## src/rtl/irda_pkg.sv

```systemverilog
package irda_pkg;
  localparam int unsigned OSR_DEF     = 16;
  localparam int unsigned FIXED_WIDTH = 3;
  localparam int unsigned DATA_BITS   = 8;
  localparam int unsigned FRAME_CELLS = DATA_BITS + 2;
  localparam int unsigned CELL_IDX_W  = $clog2(FRAME_CELLS);

  typedef enum logic {
    RX_HUNT = 1'b0,
    RX_CELL = 1'b1
  } rx_state_e;
endpackage

```

## src/rtl/irda_pulse_gen.sv

```systemverilog
module irda_pulse_gen #(
  parameter int unsigned OSR   = irda_pkg::OSR_DEF,
  parameter int unsigned WIDTH = 8
) (
  input  logic [$clog2(OSR)-1:0] cell_pos,
  input  logic                   cell_zero,
  input  logic                   sending,
  input  logic                   width_var,
  input  logic [WIDTH-1:0]       width_val,
  output logic                   pulse
);
  localparam int unsigned CW  = $clog2(OSR);
  localparam int unsigned MID = OSR / 2;
  localparam int unsigned EW  = (WIDTH > CW ? WIDTH : CW) + 1;

  logic [EW-1:0] width_eff;
  logic [EW-1:0] offset;
  logic          in_second_half;

  always_comb begin
    if (!width_var)
      width_eff = EW'(irda_pkg::FIXED_WIDTH);
    else if (width_val == '0)
      width_eff = EW'(1);
    else
      width_eff = EW'(width_val);
  end

  assign in_second_half = (cell_pos >= CW'(MID));
  assign offset         = EW'(cell_pos) - EW'(MID);
  assign pulse          = sending && cell_zero && in_second_half && (offset < width_eff);
endmodule

```

## src/rtl/irda_tx.sv

```systemverilog
module irda_tx #(
  parameter int unsigned OSR   = irda_pkg::OSR_DEF,
  parameter int unsigned WIDTH = 8
) (
  input  logic                              clk,
  input  logic                              rst_n,
  input  logic                              baud_tick,
  input  logic                              width_var,
  input  logic [WIDTH-1:0]                  width_val,
  input  logic [irda_pkg::DATA_BITS-1:0]    in_data,
  input  logic                              in_valid,
  output logic                              in_ready,
  output logic                              ir_out
);
  import irda_pkg::*;
  localparam int unsigned CW = $clog2(OSR);

  logic                    busy_q;
  logic [FRAME_CELLS-1:0]  cells_q;
  logic [CELL_IDX_W-1:0]   cell_idx_q;
  logic [CW-1:0]           pos_q;
  logic                    cell_end;

  assign cell_end = busy_q && baud_tick && (pos_q == CW'(OSR - 1));

  always_ff @(posedge clk or negedge rst_n) begin
    if (!rst_n) begin
      busy_q     <= 1'b0;
      cells_q    <= '1;
      cell_idx_q <= '0;
      pos_q      <= '0;
    end else if (!busy_q) begin
      if (in_valid) begin
        busy_q     <= 1'b1;
        cells_q    <= {1'b1, in_data, 1'b0};
        cell_idx_q <= '0;
        pos_q      <= '0;
      end
    end else if (cell_end) begin
      pos_q   <= '0;
      cells_q <= {1'b1, cells_q[FRAME_CELLS-1:1]};
      if (cell_idx_q == CELL_IDX_W'(FRAME_CELLS - 1))
        busy_q <= 1'b0;
      else
        cell_idx_q <= cell_idx_q + 1'b1;
    end else if (baud_tick) begin
      pos_q <= pos_q + 1'b1;
    end
  end

  assign in_ready = !busy_q;

  irda_pulse_gen #(.OSR(OSR), .WIDTH(WIDTH)) u_shape (
    .cell_pos  (pos_q),
    .cell_zero (!cells_q[0]),
    .sending   (busy_q),
    .width_var (width_var),
    .width_val (width_val),
    .pulse     (ir_out)
  );
endmodule

```

## src/rtl/irda_rx_front.sv

```systemverilog
module irda_rx_front (
  input  logic clk,
  input  logic rst_n,
  input  logic invert,
  input  logic line_in,
  output logic rise
);
  logic s1_q, s2_q, act_d_q, act;

  assign act = s2_q ^ invert;

  always_ff @(posedge clk or negedge rst_n) begin
    if (!rst_n) begin
      s1_q    <= 1'b0;
      s2_q    <= 1'b0;
      act_d_q <= 1'b1;
    end else begin
      s1_q    <= line_in;
      s2_q    <= s1_q;
      act_d_q <= act;
    end
  end

  assign rise = act && !act_d_q;
endmodule

```

## src/rtl/irda_rx.sv

```systemverilog
module irda_rx #(
  parameter int unsigned OSR = irda_pkg::OSR_DEF
) (
  input  logic                           clk,
  input  logic                           rst_n,
  input  logic                           baud_tick,
  input  logic                           rise,
  output logic [irda_pkg::DATA_BITS-1:0] out_data,
  output logic                           out_valid,
  output logic                           out_err
);
  import irda_pkg::*;
  localparam int unsigned CW  = $clog2(OSR);
  localparam int unsigned MID = OSR / 2;

  rx_state_e              state_q;
  logic [CW-1:0]          pos_q;
  logic [CELL_IDX_W-1:0]  cell_idx_q;
  logic                   seen_q;
  logic [DATA_BITS-1:0]   shift_q;
  logic                   cell_end;
  logic                   is_data_cell;
  logic                   is_stop_cell;

  assign cell_end     = (state_q == RX_CELL) && baud_tick && (pos_q == CW'(OSR - 1));
  assign is_stop_cell = (cell_idx_q == CELL_IDX_W'(FRAME_CELLS - 1));
  assign is_data_cell = (cell_idx_q != '0) && !is_stop_cell;

  always_ff @(posedge clk or negedge rst_n) begin
    if (!rst_n) begin
      state_q    <= RX_HUNT;
      pos_q      <= '0;
      cell_idx_q <= '0;
      seen_q     <= 1'b0;
      shift_q    <= '0;
      out_data   <= '0;
      out_valid  <= 1'b0;
      out_err    <= 1'b0;
    end else begin
      out_valid <= 1'b0;
      out_err   <= 1'b0;
      case (state_q)
        RX_HUNT: begin
          if (rise) begin
            state_q    <= RX_CELL;
            pos_q      <= CW'(MID);
            cell_idx_q <= '0;
            seen_q     <= 1'b1;
          end
        end
        default: begin
          if (cell_end) begin
            pos_q  <= '0;
            seen_q <= rise;
            if (is_data_cell)
              shift_q <= {!seen_q, shift_q[DATA_BITS-1:1]};
            if (is_stop_cell) begin
              state_q   <= RX_HUNT;
              out_valid <= 1'b1;
              out_err   <= seen_q;
              out_data  <= shift_q;
            end else begin
              cell_idx_q <= cell_idx_q + 1'b1;
            end
          end else begin
            if (baud_tick)
              pos_q <= pos_q + 1'b1;
            if (rise)
              seen_q <= 1'b1;
          end
        end
      endcase
    end
  end
endmodule

```

## src/rtl/irda_sir_modem.sv

```systemverilog
module irda_sir_modem #(
  parameter int unsigned OSR   = irda_pkg::OSR_DEF,
  parameter int unsigned WIDTH = 8
) (
  input  logic             clk,
  input  logic             rst_n,
  input  logic             baud_tick,
  input  logic             cfg_width_var,
  input  logic [WIDTH-1:0] cfg_width,
  input  logic             cfg_rx_invert,
  input  logic [7:0]       tx_data,
  input  logic             tx_valid,
  output logic             tx_ready,
  output logic             ir_tx,
  input  logic             ir_rx,
  output logic [7:0]       rx_data,
  output logic             rx_valid,
  output logic             rx_frm_err
);
  logic rx_rise;

  irda_tx #(.OSR(OSR), .WIDTH(WIDTH)) u_tx (
    .clk       (clk),
    .rst_n     (rst_n),
    .baud_tick (baud_tick),
    .width_var (cfg_width_var),
    .width_val (cfg_width),
    .in_data   (tx_data),
    .in_valid  (tx_valid),
    .in_ready  (tx_ready),
    .ir_out    (ir_tx)
  );

  irda_rx_front u_front (
    .clk     (clk),
    .rst_n   (rst_n),
    .invert  (cfg_rx_invert),
    .line_in (ir_rx),
    .rise    (rx_rise)
  );

  irda_rx #(.OSR(OSR)) u_rx (
    .clk       (clk),
    .rst_n     (rst_n),
    .baud_tick (baud_tick),
    .rise      (rx_rise),
    .out_data  (rx_data),
    .out_valid (rx_valid),
    .out_err   (rx_frm_err)
  );
endmodule

```

## config.mk

```make
export PLATFORM = sky130hd
export DESIGN_NAME = irda_sir_modem
export DESIGN_NICKNAME = d
export VERILOG_FILES = /design/src/rtl/irda_pkg.sv /design/src/rtl/irda_pulse_gen.sv /design/src/rtl/irda_tx.sv /design/src/rtl/irda_rx_front.sv /design/src/rtl/irda_rx.sv /design/src/rtl/irda_sir_modem.sv
export SDC_FILE = /design/constraint.sdc
export NUM_CORES = 1
export LEC_CHECK = 0
export ABC_AREA = 1
export BUFFER_PORTS_ARGS = -buffer_cell sky130_fd_sc_hd__buf_2
export CAP_MARGIN = 10
export CORE_ASPECT_RATIO = 1.2
export CORE_MARGIN = 3
export CORE_UTILIZATION = 46
export CTS_BUF_LIST = sky130_fd_sc_hd__clkbuf_8
export CTS_CLUSTER_SIZE = 16
export DETAILED_ROUTE_END_ITERATION = 12
export MAX_ROUTING_LAYER = met4
export PLACE_DENSITY = 0.73
export REMOVE_ABC_BUFFERS = 1
export SETUP_SLACK_MARGIN = 0.1
export SLEW_MARGIN = 30
export SYNTH_ARGS = -nofsm -noshare
export SYNTH_HDL_FRONTEND = slang
export SYNTH_HIERARCHICAL = 1
export SYNTH_SLANG_ARGS = --single-unit
```

## constraint.sdc

```tcl
create_clock -name clk -period 1.6 [get_ports clk]
set_clock_uncertainty 0.2 [all_clocks]
set_input_delay 0.08 -clock clk [delete_from_list [all_inputs] [get_ports clk]]
set_output_delay 0.08 -clock clk [all_outputs]
set_load 0.01 [all_outputs]
```

==> results.sh <==
export IMPL_status="finished, violations left"
export IMPL_violations="setup timing"
export IMPL_routedWlPerCell_um=12.16
export IMPL_min_path_type="primary input to async pin"
export IMPL_crit_path_frequent_cell="nor2_1"
export IMPL_dpl_cell_area_um2=2935
export IMPL_final_cell_mix="113 x nand2_1, 38 x dfrtp_1, 34 x buf_2, 23 x nand2_2"
export IMPL_ys_ff_latch=49
export IMPL_path_buf_inv=3
export IMPL_hold_viol=0
export IMPL_fp_dieH_um=88.02
export IMPL_antenna_left=0
export IMPL_first_global_vias=2154
export IMPL_synth_cell_type_count=27
export IMPL_crit_family="flip-flops"
export IMPL_worst_pin_slew_ns=0.4053
export IMPL_setup_slack_ns=-0.2088
export IMPL_critical_path_class="flip-flop to primary output"
export IMPL_ys_flop_type="dfrtp_1"
export IMPL_p_leak_nw=1.957
export IMPL_nFillCells=443
export IMPL_cp_slowest_cell="dfrtp_1"
export IMPL_setup_tns_ns=-1.077
export IMPL_final_common_cell="nand2_1"
export IMPL_setup_viol=16
export IMPL_yosys_warnings=6
export IMPL_ir_worst_vdd_v=0.0008294
export IMPL_cts_reportedPaths_clkPinSlew_ns=0.10
export IMPL_dp_cells=436
export IMPL_rows=29
export IMPL_arrival_ns=1.53
export IMPL_end_kind="primary output"
export IMPL_die_x_um=74.35
export IMPL_cts_root_buf="clkbuf_8"
export IMPL_fin_util=0.6685
export IMPL_cp_required_ns=1.32
export IMPL_period_needed_ns=1.809
export IMPL_ys_seq_area_frac=0.4803
export IMPL_fin_cells=473
export IMPL_cpPeakStageDelay_ns=0.42
export IMPL_path_max_fanout=3
export IMPL_synth_avg_cell_area_um2=7.886
export IMPL_grt_pass1_wl_um=9197
export IMPL_antenna_found_initial=0
export IMPL_power_density_nw_per_um2=1131
export IMPL_final_nets=444
export IMPL_synthesis_area_um2=2579
export IMPL_dr_pass1_iters=4
export IMPL_fmax_mhz=552.9
export IMPL_synth_edf_count=0
export IMPL_ys_async_sr_fraction=1.000
export IMPL_critPathLaunch="u_tx/pos_q[2]"
export IMPL_cts_buffers_inserted=5
export IMPL_clock_sinks=49
export IMPL_syn_inst=327
export IMPL_drcViolationCount=0
export IMPL_maxSlewViolCount=0
export IMPL_grt_max_degree=22
export IMPL_r2r_start="u_tx/pos_q[1]"
export IMPL_maxSlewHeadroom=0.7298
export IMPL_first_iter_violations=71
export IMPL_core_area_um2=5370
export IMPL_clkLatencyLatePin_ns=0.31
export IMPL_drive_above_1_share=0.3820
export IMPL_cts_tree="yes"
export IMPL_reg2reg_slack_ns=-0.09
export IMPL_place_ws_ns=0.01229
export IMPL_gp_congestion=0.8186
export IMPL_start_kind="flip-flop"
export IMPL_dp_hpwl_um=3761
export IMPL_rsz0062_at_grt="true"
export IMPL_grtUsageTotal=0.1867
export IMPL_htreeDepth=2
export IMPL_vias_per_cell=4.854
export IMPL_path_cells="ha_4 > nand2_2 > inv_2 > nand3_2 > nor2_1 > nor2_1 > nand2_1 > inv_1 > buf_2"
export IMPL_drt_total_wl_um=5751
export IMPL_fin_area_um2=3590
export IMPL_overflow=0
export IMPL_ioPinCount=35
export IMPL_portBuffers=34
export IMPL_initial_core_util=0.4802
export IMPL_diodes=0
export IMPL_vias=2296
export IMPL_die_area_um2=6544
export IMPL_max_cap_violations=0
export IMPL_max_clock_path_buffers=2
export IMPL_area_growth_pct=39.20
export IMPL_min_period_over_period=1.130
==> routing by layer <==
metal | vias to the layer above | GRT usage | part of all wire
met5 | - | - | 0
met4 | 0 | 0.06472 | 0.017
met3 | 11 | 0.03559 | 0.036
met2 | 46 | 0.3177 | 0.53
met1 | 1047 | 0.2191 | 0.42
li1 | 1192 | - | -
==> path summary, 6_finish.rpt <==
kind	to	cells past startpoint
worst max-delay path	ir_tx	9
worst max register to register	u_tx/cell_idx_q[3]	9
min in group clk	u_front/s2_q	0
worst min register to register	u_front/s2_q	0
worst min-delay path	u_rx/out_data[6]	2
max in group asynchronous	u_tx/cells_q[4]	3
==> flip-flops by register name, indices dropped and copies added, names as in the netlist, 4 cells and up <==
| signal | count |
|---|---|
| u_rx/pos_q | 4 |
| u_rx/shift_q | 8 |
| u_rx/cell_idx_q | 4 |
| u_tx/cell_idx_q | 4 |
| u_tx/pos_q | 4 |
| u_rx/out_data | 8 |
| u_tx/cells_q | 9 |
==> logic make-up after synthesis <==
kind of cell,count (synthesis),share of synthesized area
and+or+nand+nor,208,0.3542
DFF,49,0.4804
buffers and inverters,41,0.06889
AOI/OAI and AO/OA,15,0.03299
adders and majority gates,11,0.05337
xor gates and xnor gates,3,0.01019
==> worst register-to-register path, stage by stage (launching register included) <==
cell	delay (ns)
dfrtp_1	0.40
buf_4	0.12
buf_4	0.11
ha_4	0.14
nand3_4	0.07
buf_4	0.15
o21ai_4	0.17
nand2_2	0.10
nand2_2	0.07
nand2_1	0.05
==> final cells by class <==
class	count	area, um^2	area share
Sequential cell	49	1240	0.3454
Inverter	37	161.4	0.04496
Timing Repair Buffer	78	575.6	0.1603
Timing Repair inverter	1	11.26	0.003137
Tap cell	62	77.57	0.02161
Clock buffer	5	68.82	0.01917
Clock inverter	3	28.78	0.008017
Multi-Input combinational cell	238	1426	0.3974
==> synth_stat cells, drive strengths merged (3+ instances only) <==
master | number | share of area
a21oi | 4 | 0.0078
buf | 4 | 0.012
dfrtp | 39 | 0.38
dfstp | 10 | 0.10
ha | 11 | 0.053
inv | 36 | 0.053
nand2 | 141 | 0.21
nand3 | 26 | 0.061
nand4 | 10 | 0.024
nor2 | 31 | 0.057
o21ai | 9 | 0.019
xnor2 | 3 | 0.010
==> power by group <==
group          internal, W  switching, W
combinational     0.000757      0.000772
clock             0.000327      0.000440
sequential         0.00155      0.000212
==> metrics by stage <==
| step | power, W | hold WS [ns] |
|---|---|---|
| 5_1_grt | 0.004391 | 0.03783 |
| 2_1_floorplan | 0.002461 | -0.4156 |
| 6_report | 0.004060 | 0.02602 |
| 3_3_place_gp | 0.002805 | -0.1653 |
| 3_5_place_dp | 0.002842 | -0.1637 |
| 4_1_cts | 0.003803 | 0.04116 |
==> repair_timing <==
action,4_1_cts,5_1_grt
hold endpoints to repair,52,0
setup endpoints to repair,26,43
pin swaps,9,34
setup buffers,8,6
gates resized for setup,23,57
cloned,1,1
hold buffers,13,0
No activity file was read; power rests on OpenSTA's default activity.
